### src/rtl/burst_pkg.sv
package burst_pkg;
  typedef enum logic [1:0] {
    ST_IDLE  = 2'd0,
    ST_ADDR  = 2'd1,
    ST_WAIT1 = 2'd2,
    ST_BURST = 2'd3
  } bstate_t;

  // Even parity over one byte plus its parity bit: 1 when the pair fails.
  function automatic logic byte_par_fail(input logic [7:0] b, input logic p);
    return ^{b, p};
  endfunction
endpackage

### src/rtl/burst_ctrl.sv
module burst_ctrl
  import burst_pkg::*;
#(
  parameter int BEATS = 4,
  parameter int IDXW  = 2
) (
  input  logic            clk,
  input  logic            rst_n,
  input  logic            accept,
  input  logic            rdy_n,
  input  logic            cacheable_n,
  output bstate_t         state,
  output logic            cap,
  output logic            first_cap,
  output logic            last_cap,
  output logic [IDXW-1:0] beat_idx
);
  localparam logic [IDXW-1:0] LAST_IDX = IDXW'(BEATS - 1);

  logic [IDXW-1:0] cnt;

  always_comb begin
    cap       = ((state == ST_WAIT1) || (state == ST_BURST)) && !rdy_n;
    first_cap = cap && (state == ST_WAIT1);
    beat_idx  = (state == ST_WAIT1) ? '0 : cnt;
    last_cap  = cap && (((state == ST_WAIT1) && cacheable_n) ||
                        ((state == ST_BURST) && (cnt == LAST_IDX)));
  end

  always_ff @(posedge clk) begin
    if (!rst_n) begin
      state <= ST_IDLE;
      cnt   <= '0;
    end else begin
      unique case (state)
        ST_IDLE:  if (accept) state <= ST_ADDR;
        ST_ADDR:  state <= ST_WAIT1;
        ST_WAIT1: begin
          if (cap) begin
            if (cacheable_n) begin
              state <= ST_IDLE;
            end else begin
              state <= ST_BURST;
              cnt   <= IDXW'(1);
            end
          end
        end
        ST_BURST: begin
          if (cap) begin
            cnt <= cnt + IDXW'(1);
            if (cnt == LAST_IDX) state <= ST_IDLE;
          end
        end
        default: state <= ST_IDLE;
      endcase
    end
  end
endmodule

### src/rtl/par_check.sv
module par_check
  import burst_pkg::*;
#(
  parameter int DW    = 64,
  parameter int NB    = 8,
  parameter int DELAY = 2
) (
  input  logic          clk,
  input  logic          rst_n,
  input  logic          cap,
  input  logic [DW-1:0] data,
  input  logic [NB-1:0] par,
  output logic          perr_n
);
  logic [NB-1:0]    fail;
  logic [DELAY-1:0] sh;
  logic             bad;

  for (genvar g = 0; g < NB; g++) begin : g_byte
    assign fail[g] = byte_par_fail(data[g*8 +: 8], par[g]);
  end

  assign bad = cap && (|fail);

  always_ff @(posedge clk) begin
    if (!rst_n) begin
      sh <= '0;
    end else begin
      sh[0] <= bad;
      for (int i = 1; i < DELAY; i++) sh[i] <= sh[i-1];
    end
  end

  assign perr_n = !sh[DELAY-1];
endmodule

### src/rtl/line_asm.sv
module line_asm #(
  parameter int DW    = 64,
  parameter int BEATS = 4,
  parameter int IDXW  = 2
) (
  input  logic                clk,
  input  logic                rst_n,
  input  logic                accept,
  input  logic [IDXW-1:0]     start_idx,
  input  logic                pwt,
  input  logic                cap,
  input  logic                first_cap,
  input  logic                last_cap,
  input  logic [IDXW-1:0]     beat_idx,
  input  logic [DW-1:0]       data,
  input  logic                cacheable_n,
  input  logic                wbpol,
  output logic                line_valid,
  output logic [BEATS*DW-1:0] line_data,
  output logic                line_single,
  output logic                line_excl
);
  logic [IDXW-1:0] start_q;
  logic            pwt_q;
  logic [IDXW-1:0] dest;

  assign dest = start_q ^ beat_idx;

  for (genvar g = 0; g < BEATS; g++) begin : g_slot
    logic [DW-1:0] slot_q;
    always_ff @(posedge clk) begin
      if (!rst_n)                                 slot_q <= '0;
      else if (accept)                            slot_q <= '0;
      else if (cap && (dest == IDXW'(g)))         slot_q <= data;
    end
    assign line_data[g*DW +: DW] = slot_q;
  end

  always_ff @(posedge clk) begin
    if (!rst_n) begin
      start_q     <= '0;
      pwt_q       <= 1'b0;
      line_valid  <= 1'b0;
      line_single <= 1'b0;
      line_excl   <= 1'b0;
    end else begin
      line_valid <= last_cap;
      if (accept) begin
        start_q <= start_idx;
        pwt_q   <= pwt;
      end
      if (first_cap) begin
        line_single <= cacheable_n;
        line_excl   <= wbpol && !pwt_q;
      end
    end
  end
endmodule

### src/rtl/burst_seq.sv
module burst_seq
  import burst_pkg::*;
#(
  parameter int AW    = 32,
  parameter int DW    = 64,
  parameter int BEATS = 4,
  parameter int PERR_DELAY = 2
) (
  input  logic                clk,
  input  logic                rst_n,
  input  logic                req_valid,
  output logic                req_ready,
  input  logic [AW-1:0]       req_addr,
  input  logic                req_pwt,
  output logic                bus_start_n,
  output logic [AW-1:0]       bus_addr,
  output logic                bus_cache_req_n,
  input  logic                bus_rdy_n,
  input  logic                bus_cacheable_n,
  input  logic                bus_wbpol,
  input  logic [DW-1:0]       bus_data,
  input  logic [DW/8-1:0]     bus_dpar,
  output logic                perr_n,
  output logic                line_valid,
  output logic [BEATS*DW-1:0] line_data,
  output logic                line_single,
  output logic                line_excl
);
  localparam int NB   = DW / 8;
  localparam int OFFW = $clog2(NB);
  localparam int IDXW = $clog2(BEATS);

  bstate_t         state;
  logic            accept, cap, first_cap, last_cap;
  logic [IDXW-1:0] beat_idx;
  logic [AW-1:0]   addr_q;

  assign req_ready       = (state == ST_IDLE);
  assign accept          = req_valid && req_ready;
  assign bus_start_n     = !(state == ST_ADDR);
  assign bus_cache_req_n = !(state == ST_ADDR);
  assign bus_addr        = addr_q;

  always_ff @(posedge clk) begin
    if (!rst_n)      addr_q <= '0;
    else if (accept) addr_q <= req_addr;
  end

  burst_ctrl #(.BEATS(BEATS), .IDXW(IDXW)) u_ctrl (
    .clk(clk), .rst_n(rst_n), .accept(accept), .rdy_n(bus_rdy_n),
    .cacheable_n(bus_cacheable_n), .state(state), .cap(cap),
    .first_cap(first_cap), .last_cap(last_cap), .beat_idx(beat_idx)
  );

  par_check #(.DW(DW), .NB(NB), .DELAY(PERR_DELAY)) u_par (
    .clk(clk), .rst_n(rst_n), .cap(cap), .data(bus_data),
    .par(bus_dpar), .perr_n(perr_n)
  );

  line_asm #(.DW(DW), .BEATS(BEATS), .IDXW(IDXW)) u_line (
    .clk(clk), .rst_n(rst_n), .accept(accept),
    .start_idx(req_addr[OFFW +: IDXW]), .pwt(req_pwt), .cap(cap),
    .first_cap(first_cap), .last_cap(last_cap), .beat_idx(beat_idx),
    .data(bus_data), .cacheable_n(bus_cacheable_n), .wbpol(bus_wbpol),
    .line_valid(line_valid), .line_data(line_data),
    .line_single(line_single), .line_excl(line_excl)
  );
endmodule

### config.mk
export PLATFORM = sky130hd
export DESIGN_NAME = burst_seq
export DESIGN_NICKNAME = d
export VERILOG_FILES = /design/src/rtl/burst_pkg.sv /design/src/rtl/burst_ctrl.sv /design/src/rtl/par_check.sv /design/src/rtl/line_asm.sv /design/src/rtl/burst_seq.sv
export SDC_FILE = /design/constraint.sdc
export NUM_CORES = 1
export LEC_CHECK = 0
export ABC_AREA = 1
export BUFFER_PORTS_ARGS = -buffer_cell sky130_fd_sc_hd__buf_2
export CAP_MARGIN = 15
export CORE_AREA = 2 2 157 159
export CTS_CLUSTER_SIZE = 8
export DETAILED_ROUTE_END_ITERATION = 10
export DIE_AREA = 0 0 159 161
export HOLD_SLACK_MARGIN = 0.1
export PLACE_DENSITY = 0.78
export SYNTH_ARGS = -nofsm -noshare
export SYNTH_HDL_FRONTEND = slang
export SYNTH_SLANG_ARGS = --single-unit
export TNS_END_PERCENT = 5
### constraint.sdc
create_clock -name clk -period 3.45 [get_ports clk]
set_clock_uncertainty 0.1 [all_clocks]
set_input_delay 0.345 -clock clk [delete_from_list [all_inputs] [get_ports clk]]
set_output_delay 0.345 -clock clk [all_outputs]
set_load 0.05 [all_outputs]
Word-level counts from Yosys, hierarchy flattened
Cells that the tools add are included.
{ "word_totals": {"word_cells": 72, "output_inout_bits": 295, "input_bits": 111, "reg_bits": 300} }
{ "op_classes": {"n_mux": 11, "addsub": 1, "reduce_logical": 33, "bitwise": 2, "eq_ne": 12} }
{ "op_table": {"columns": ["cell", "count"], "rows": [
  ["$reduce_xor 9->1", 8],
  ["$mux 2", 9],
  ["$logic_and 1x1->1", 12],
  ["$eq 2x2->1 const B", 5],
  ["$pmux 2 s4", 1],
  ["$reduce_and 4->1", 2],
  ["$reduce_or 8->1", 1],
  ["$ne 2x1->1 const B", 3],
  ["$eq 2x1->1 const B", 2],
  ["$logic_not 1->1", 4],
  ["$logic_not 2->1", 2],
  ["$ne 2x2->1 const B", 2],
  ["$pmux 2 s2", 1],
  ["$add 2x1->2 const B", 1],
  ["$logic_or 1x1->1", 2],
  ["$reduce_bool 2->1", 1],
  ["$reduce_or 2->1", 1],
  ["$xor 2x2->2", 1],
  ["$not 1->1", 1]
]} }

Depth between registers and ports, before layout
{ "logic_depth": {"ltp_word": 5, "depth_mapped": 14, "mapped_depth_nobuf": 14} }

By module
From an unflattened synthesis, not the netlist that was laid out.
{ "hier_totals": {"hier_cells": 2002, "hier_area_um2": 14043.5} }
{ "modules_own_cells": {"columns": ["mod", "seq_area_each_um2", "cells_each", "n_inst", "area_per_inst_um2"], "rows": [
  ["line_asm", 5245.0, 1527, 1, 11218.3],
  ["burst_seq", 640.6, 214, 1, 1470.2],
  ["par_check", 40.0, 215, 1, 1064.8],
  ["burst_ctrl", 80.1, 46, 1, 290.3]
]} }

Worst setup path after synthesis
Ideal clock, no wire load.
{ "synth_path": {"path_type": "register -> register", "start": "register bus_addr[4] (netlist name)", "end": "register u_line.g_slot[0].slot_q[10]", "setup_slack_ns": 1.602, "arrival_time_ns": 1.614, "setup_time_ns": 0.135, "path_buffers": 2, "synth_period_minus_slack_ns": 1.848, "required_time_ns": 3.215, "stages_incl_launch_ff": 7, "cell_sequence": "dfxtp_1 > xor2_2 > nand3_2 > inv_2 > buf_2 > buf_2 > a211oi_1"} }
{ "synth_lines": {"columns": ["item", "line_no", "rtl"], "rows": [
  ["to (signal assigned)", "line_asm.sv:34", "else if (cap && (dest == IDXW'(g))) slot_q <= data;"],
  ["to (decl)", "line_asm.sv:30", "logic [DW-1:0] slot_q;"]
]} }

Worst setup path in the final report
{ "layout_path": {"start": "register u_ctrl.state[0]", "end": "register u_line.g_slot[1].slot_q[19]"} }
{ "layout_between": {"elab_chain_cells": 5, "word_cells_on_any_way": 11, "cone_classes": "3 x eq/ne; 1 x mux; 1 x bitwise; 6 x reduce/logical"} }
{ "layout_rtl": {"columns": ["item", "line_no", "rtl"], "rows": [
  ["from (decl)", "burst_ctrl.sv:12", "output bstate_t state,"],
  ["from (signal assigned)", "burst_ctrl.sv:32", "state <= ST_IDLE;"],
  ["from (signal assigned)", "burst_ctrl.sv:36", "ST_IDLE: if (accept) state <= ST_ADDR;"],
  ["from (signal assigned)", "burst_ctrl.sv:37", "ST_ADDR: state <= ST_WAIT1;"],
  ["$eq 2x2->1", "burst_ctrl.sv:23, burst_ctrl.sv:25", null],
  ["$mux 2", "burst_ctrl.sv:25", "beat_idx = (state == ST_WAIT1) ? '0 : cnt;"],
  ["$xor 2x2->2", "line_asm.sv:27", "assign dest = start_q ^ beat_idx;"],
  ["$eq 2x1->1", "line_asm.sv:34", null],
  ["$logic_and 1x1->1", "line_asm.sv:34", null],
  ["to (signal assigned)", "line_asm.sv:34", null],
  ["to (decl)", "line_asm.sv:30", null]
]} }
Several ways; a longest one is shown, not always the timed one.
A chain may end at the register's enable or synchronous reset.

==> impl_table.tex <==
\begin{tabular}{lr}
\hline
Metric & Value \\
\hline
\multicolumn{2}{l}{\textbf{Routing}} \\
\quad Number of remaining DRC errors & 0 \\
\quad First-iteration detailed-routing DRC count & between 1000 and 1500 \\
\quad Wire length reported by the detailed router & 38.2 mm \\
\quad Drt pass-1 iters & 5 \\
\quad Remaining antenna violation count after routing & 0 \\
\quad Vias/cell & 5.24 \\
\quad Via count & 11855 \\
\quad Final routed wire length divided by cell count & around 17 µm \\
\multicolumn{2}{l}{\textbf{Synth}} \\
\quad Count of yosys warnings during synthesis & 0 \\
\quad Post-synth ARST share & 0 \\
\quad Yosys cell types & 27 \\
\quad Biggest area contributors in the synthesized netlist & sky130\_fd\_sc\_hd\_\_dfxtp\_1 50\%, sky130\_fd\_sc\_hd\_\_nand2\_1 14\%, sky130\_fd\_sc\_hd\_\_a211oi\_2 9.3\% \\
\quad Sequential element share of the synthesized area & 0.495 \\
\quad Portion of synthesized cell area occupied by the leading cell type & 0.495 \\
\quad Cell count after synthesis & 1509 \\
\quad Dominant cell type by area after synthesis & sky130\_fd\_sc\_hd\_\_dfxtp\_1 \\
\quad Most used DFF post-synth & sky130\_fd\_sc\_hd\_\_dfxtp\_1 \\
\quad Number of synthesized register bits & 298 \\
\quad Average cell area after synthesis & 7.98 µm² \\
\quad EDFF count, synth & 0 \\
\quad Number of nets produced by synthesis & 1621 \\
\quad Post-synth design cell area & roughly 0.012 mm² \\
\multicolumn{2}{l}{\textbf{Place}} \\
\quad Number of buffers inserted by port buffering & 405 \\
\quad Total half-perimeter wirelength after legalization and detailed placement & about 25 mm \\
\quad Placement Cell Area & 0.0141 mm² \\
\quad Final weighted congestion in routability-driven placement & about 0.83 \\
\multicolumn{2}{l}{\textbf{Floorplan}} \\
\quad Vertical die dimension & 161 µm \\
\quad Boundary Pins & a little over 400 \\
\quad Overall die area & 0.0256 mm² \\
\quad Die extent in x & roughly 160 µm \\
\quad Starting density of the core & 0.503 \\
\quad Area of the core & 0.0240 mm² \\
\quad Row cnt & 57 \\
\multicolumn{2}{l}{\textbf{Clocking}} \\
\quad CTS Root Buffer Type & sky130\_fd\_sc\_hd\_\_clkbuf\_16 \\
\quad Insertion delay to the later sink of the worst-skew pair & a little over 0.5 ns \\
\quad H-tree levels & 2 \\
\quad CTS clock-pin slew for the worst setup and hold paths & $\sim$0.050 ns \\
\quad Post-CTS Setup Repair Bufs & 0 \\
\quad CTS tree & done \\
\quad CTS sink cnt & 298 \\
\quad Post-cts hold buffer count & 69 \\
\quad Number of buffers created by CTS & 43 \\
\quad Maximum number of buffers from clock root to sink & 3 \\
\quad Post-CTS sizing & 0 \\
\multicolumn{2}{l}{\textbf{STA}} \\
\quad Min cycle time layout & 2.62 ns \\
\quad Accumulated negative setup slack & 0 ns \\
\quad Fraction of the cycle the final worst path needs & 0.758 \\
\quad Setup repair after global routing missed its margin & false \\
\quad Max-slew headroom at the worst pin & 0.529 \\
\quad Fmax & $\sim$380 MHz \\
\quad Least-Margin Pin Slew & 0.706 ns \\
\quad Number of max-slew violations in the final report & 0 \\
\quad Final Hold Viols & 0 \\
\quad Final setup fails & 0 \\
\multicolumn{2}{l}{\textbf{Global routing}} \\
\quad Overall Global Routing Usage & 0.284 \\
\quad Remaining global-route overflow & 0 \\
\quad Pin count of the biggest net entering global routing & 149 \\
\quad Global-route wire length before repair & 59.1 mm \\
\quad Number of antenna violations at the first check in global routing & 5 \\
\quad Vias in the first global route & 11255 \\
\multicolumn{2}{l}{\textbf{Worst setup path}} \\
\quad Maximum fanout count along the critical path & 57 \\
\quad Reg-to-Reg End & u\_line.g\_slot[1].slot\_q[19] \\
\quad Arrival time worst endpoint & 2.88 ns \\
\quad Worst reg-to-reg path cell count & 10 \\
\quad Worst setup slack for register-to-register paths & around 0.83 ns \\
\quad Startpoint of the worst-slack reg-to-reg timing path & u\_ctrl.state[0] \\
\quad Kind of start point of the critical path & register \\
\quad Class of the most critical setup path & reg2reg \\
\quad Required arrival time at the worst endpoint & 3.71 ns \\
\quad Critical Path Sink Type & register \\
\multicolumn{2}{l}{\textbf{Layout}} \\
\quad Area added between synthesis and finish & 32.0\% \\
\quad Number of inserted filler cells in the final layout & 1933 \\
\quad \# nets final & 2043 \\
\quad Most used cells in the layout excluding fill and tap cells & 433 x sky130\_fd\_sc\_hd\_\_nand2\_1, 405 x sky130\_fd\_sc\_hd\_\_buf\_2, 298 x sky130\_fd\_sc\_hd\_\_dfxtp\_1 \\
\quad Share of post-route cells with drive strength above 1 & 0.295 \\
\quad Post-layout instance area & $\sim$0.016 mm² \\
\quad Area of all sequential standard cells & between 0.005 and 0.006 mm² \\
\quad Post-layout utilization of the core & 0.663 \\
\quad Area used by multi-input combinational logic & 0.00521 mm² \\
\quad Commonest non-fill, non-tap cell in the layout & sky130\_fd\_sc\_hd\_\_nand2\_1 \\
\multicolumn{2}{l}{\textbf{Pwr}} \\
\quad Total leakage power & 7.26 nW \\
\quad Total power divided by cell area & 590 mW/mm² \\
\quad Pint & between 0.006 and 0.007 W \\
\quad Share of total power in sequential cells & 0.400 \\
\quad Net switching power figure & 0.00306 W \\
\quad Part of the power in the clock network & 0.382 \\
\quad Sw Share & 0.327 \\
\quad Combinational share of power & 0.217 \\
\quad Maximum vdd ir drop & 0.467 mV \\
\quad Overall power of the completed layout & about 0.0094 W \\
\multicolumn{2}{l}{\textbf{Outcome}} \\
\quad Status & completed \\
\multicolumn{2}{l}{\textbf{Hold path}} \\
\quad Launch instance of the worst min-delay path & bus\_data[26] \\
\quad Type of the tightest min-delay check & in2reg \\
\quad Hold path depth & 3 \\
\quad Sink of the worst hold path & u\_line.g\_slot[1].slot\_q[26] \\
\multicolumn{2}{l}{\textbf{Flow run}} \\
\quad Max cap viols & 0 \\
\hline
\end{tabular}
routing by layer:
layer  track usage  share of wire  wire length [µm]
met1         0.339           0.39             15000
met2         0.487           0.48             18400
met3        0.0614          0.076              2900
met4         0.142          0.050              1900
met5             0              0                 0
final cells by class:
| type | count | share of cell area |
|---|---|---|
| Antenna cell | 5 | 0.000787 |
| Clock buffer | 44 | 0.0679 |
| Clock inverter | 2 | 0.00102 |
| Inverter | 87 | 0.0210 |
| Multi-Input combinational cell | 1015 | 0.328 |
| Sequential cell | 298 | 0.375 |
| Tap cell | 324 | 0.0255 |
| Timing Repair Buffer | 486 | 0.181 |
per-stage QoR:
stage,hold WS [ns],setup slack [ns],cells
final,0.145,0.835,2261
after global routing,0.157,0.661,2261
after CTS,0.131,0.832,2256
after detailed placement,0.310,0.845,2141
after global placement,0.304,0.999,2141
after floorplan,0.290,1.60,1509
logic make-up (layout without fill, tap and decap cells):
group | count (synthesis) | after routing | synth area share
and+or+nand+nor | 687 | 687 | 0.220
AOI/OAI and AO/OA | 301 | 301 | 0.191
DFF | 298 | 298 | 0.495
buffers and inverters | 196 | 619 | 0.0727
xor gates and xnor gates | 26 | 26 | 0.0201
adders and majority gates | 1 | 1 | 0.00104
other | 0 | 5 | 0
power groups by stage:
stage	Sequential [W]	Clock [W]	Combinational, W
after global routing	0.00377	0.00378	0.00218
after CTS	0.00375	0.00362	0.00202
after global placement	0.00380	0	0.00192
after floorplan	0.00442	0	0.000860
final	0.00375	0.00358	0.00204
after detailed placement	0.00381	0	0.00195
registers in the layout, summed over array words and instances, names as in the netlist:
| register | count |
|---|---|
| u_line.g_slot.slot_q | 256 |
| bus_addr | 32 |
| u_par.sh | 2 |
| u_line.line_valid | 1 |
| u_line.line_single | 1 |
| u_ctrl.state | 2 |
| u_line.line_excl | 1 |
| u_line.pwt_q | 1 |
| u_ctrl.cnt | 2 |
Yosys cell counts, types with 2 or more instances:
cell	n
sky130_fd_sc_hd__buf_2	52
sky130_fd_sc_hd__dfxtp_1	298
sky130_fd_sc_hd__nand3_1	23
sky130_fd_sc_hd__nor2_1	220
sky130_fd_sc_hd__xor2_2	2
sky130_fd_sc_hd__inv_2	9
sky130_fd_sc_hd__a211oi_1	42
sky130_fd_sc_hd__buf_6	7
sky130_fd_sc_hd__a211oi_2	90
sky130_fd_sc_hd__o21ai_0	38
sky130_fd_sc_hd__clkbuf_1	40
sky130_fd_sc_hd__buf_1	4
sky130_fd_sc_hd__inv_1	78
sky130_fd_sc_hd__xor2_1	10
sky130_fd_sc_hd__buf_4	6
sky130_fd_sc_hd__o211ai_1	2
sky130_fd_sc_hd__nand3b_1	3
sky130_fd_sc_hd__nand3_2	4
sky130_fd_sc_hd__a21oi_1	127
sky130_fd_sc_hd__nand2_1	434
sky130_fd_sc_hd__xnor2_1	14
how the worst max path moves through the flow:
stage                          from                     endpoint  cells past startpoint
floorplan               bus_addr[4]  u_line.g_slot[0].slot_q[10]                      6
global placement    u_ctrl.state[0]  u_line.g_slot[1].slot_q[39]                     10
detailed placement  u_ctrl.state[0]   u_line.g_slot[1].slot_q[7]                     10
CTS                 u_ctrl.state[0]  u_line.g_slot[1].slot_q[19]                     10
global route        u_ctrl.state[0]  u_line.g_slot[1].slot_q[38]                     10
finish              u_ctrl.state[0]  u_line.g_slot[1].slot_q[19]                     10
critical path, cell delays in order, from the launching register on:
cell and delay (ns):
sky130_fd_sc_hd__dfxtp_1 0.45, sky130_fd_sc_hd__inv_2 0.08, sky130_fd_sc_hd__nand2_2 0.10, sky130_fd_sc_hd__nand2_1 0.09, sky130_fd_sc_hd__xor2_2 0.23, sky130_fd_sc_hd__inv_2 0.07
sky130_fd_sc_hd__nand3_2 0.08, sky130_fd_sc_hd__clkinv_2 0.53, sky130_fd_sc_hd__buf_12 0.45, sky130_fd_sc_hd__nor2_1 0.19, sky130_fd_sc_hd__a211oi_2 0.05
Power figures use the tool's default switching activity.
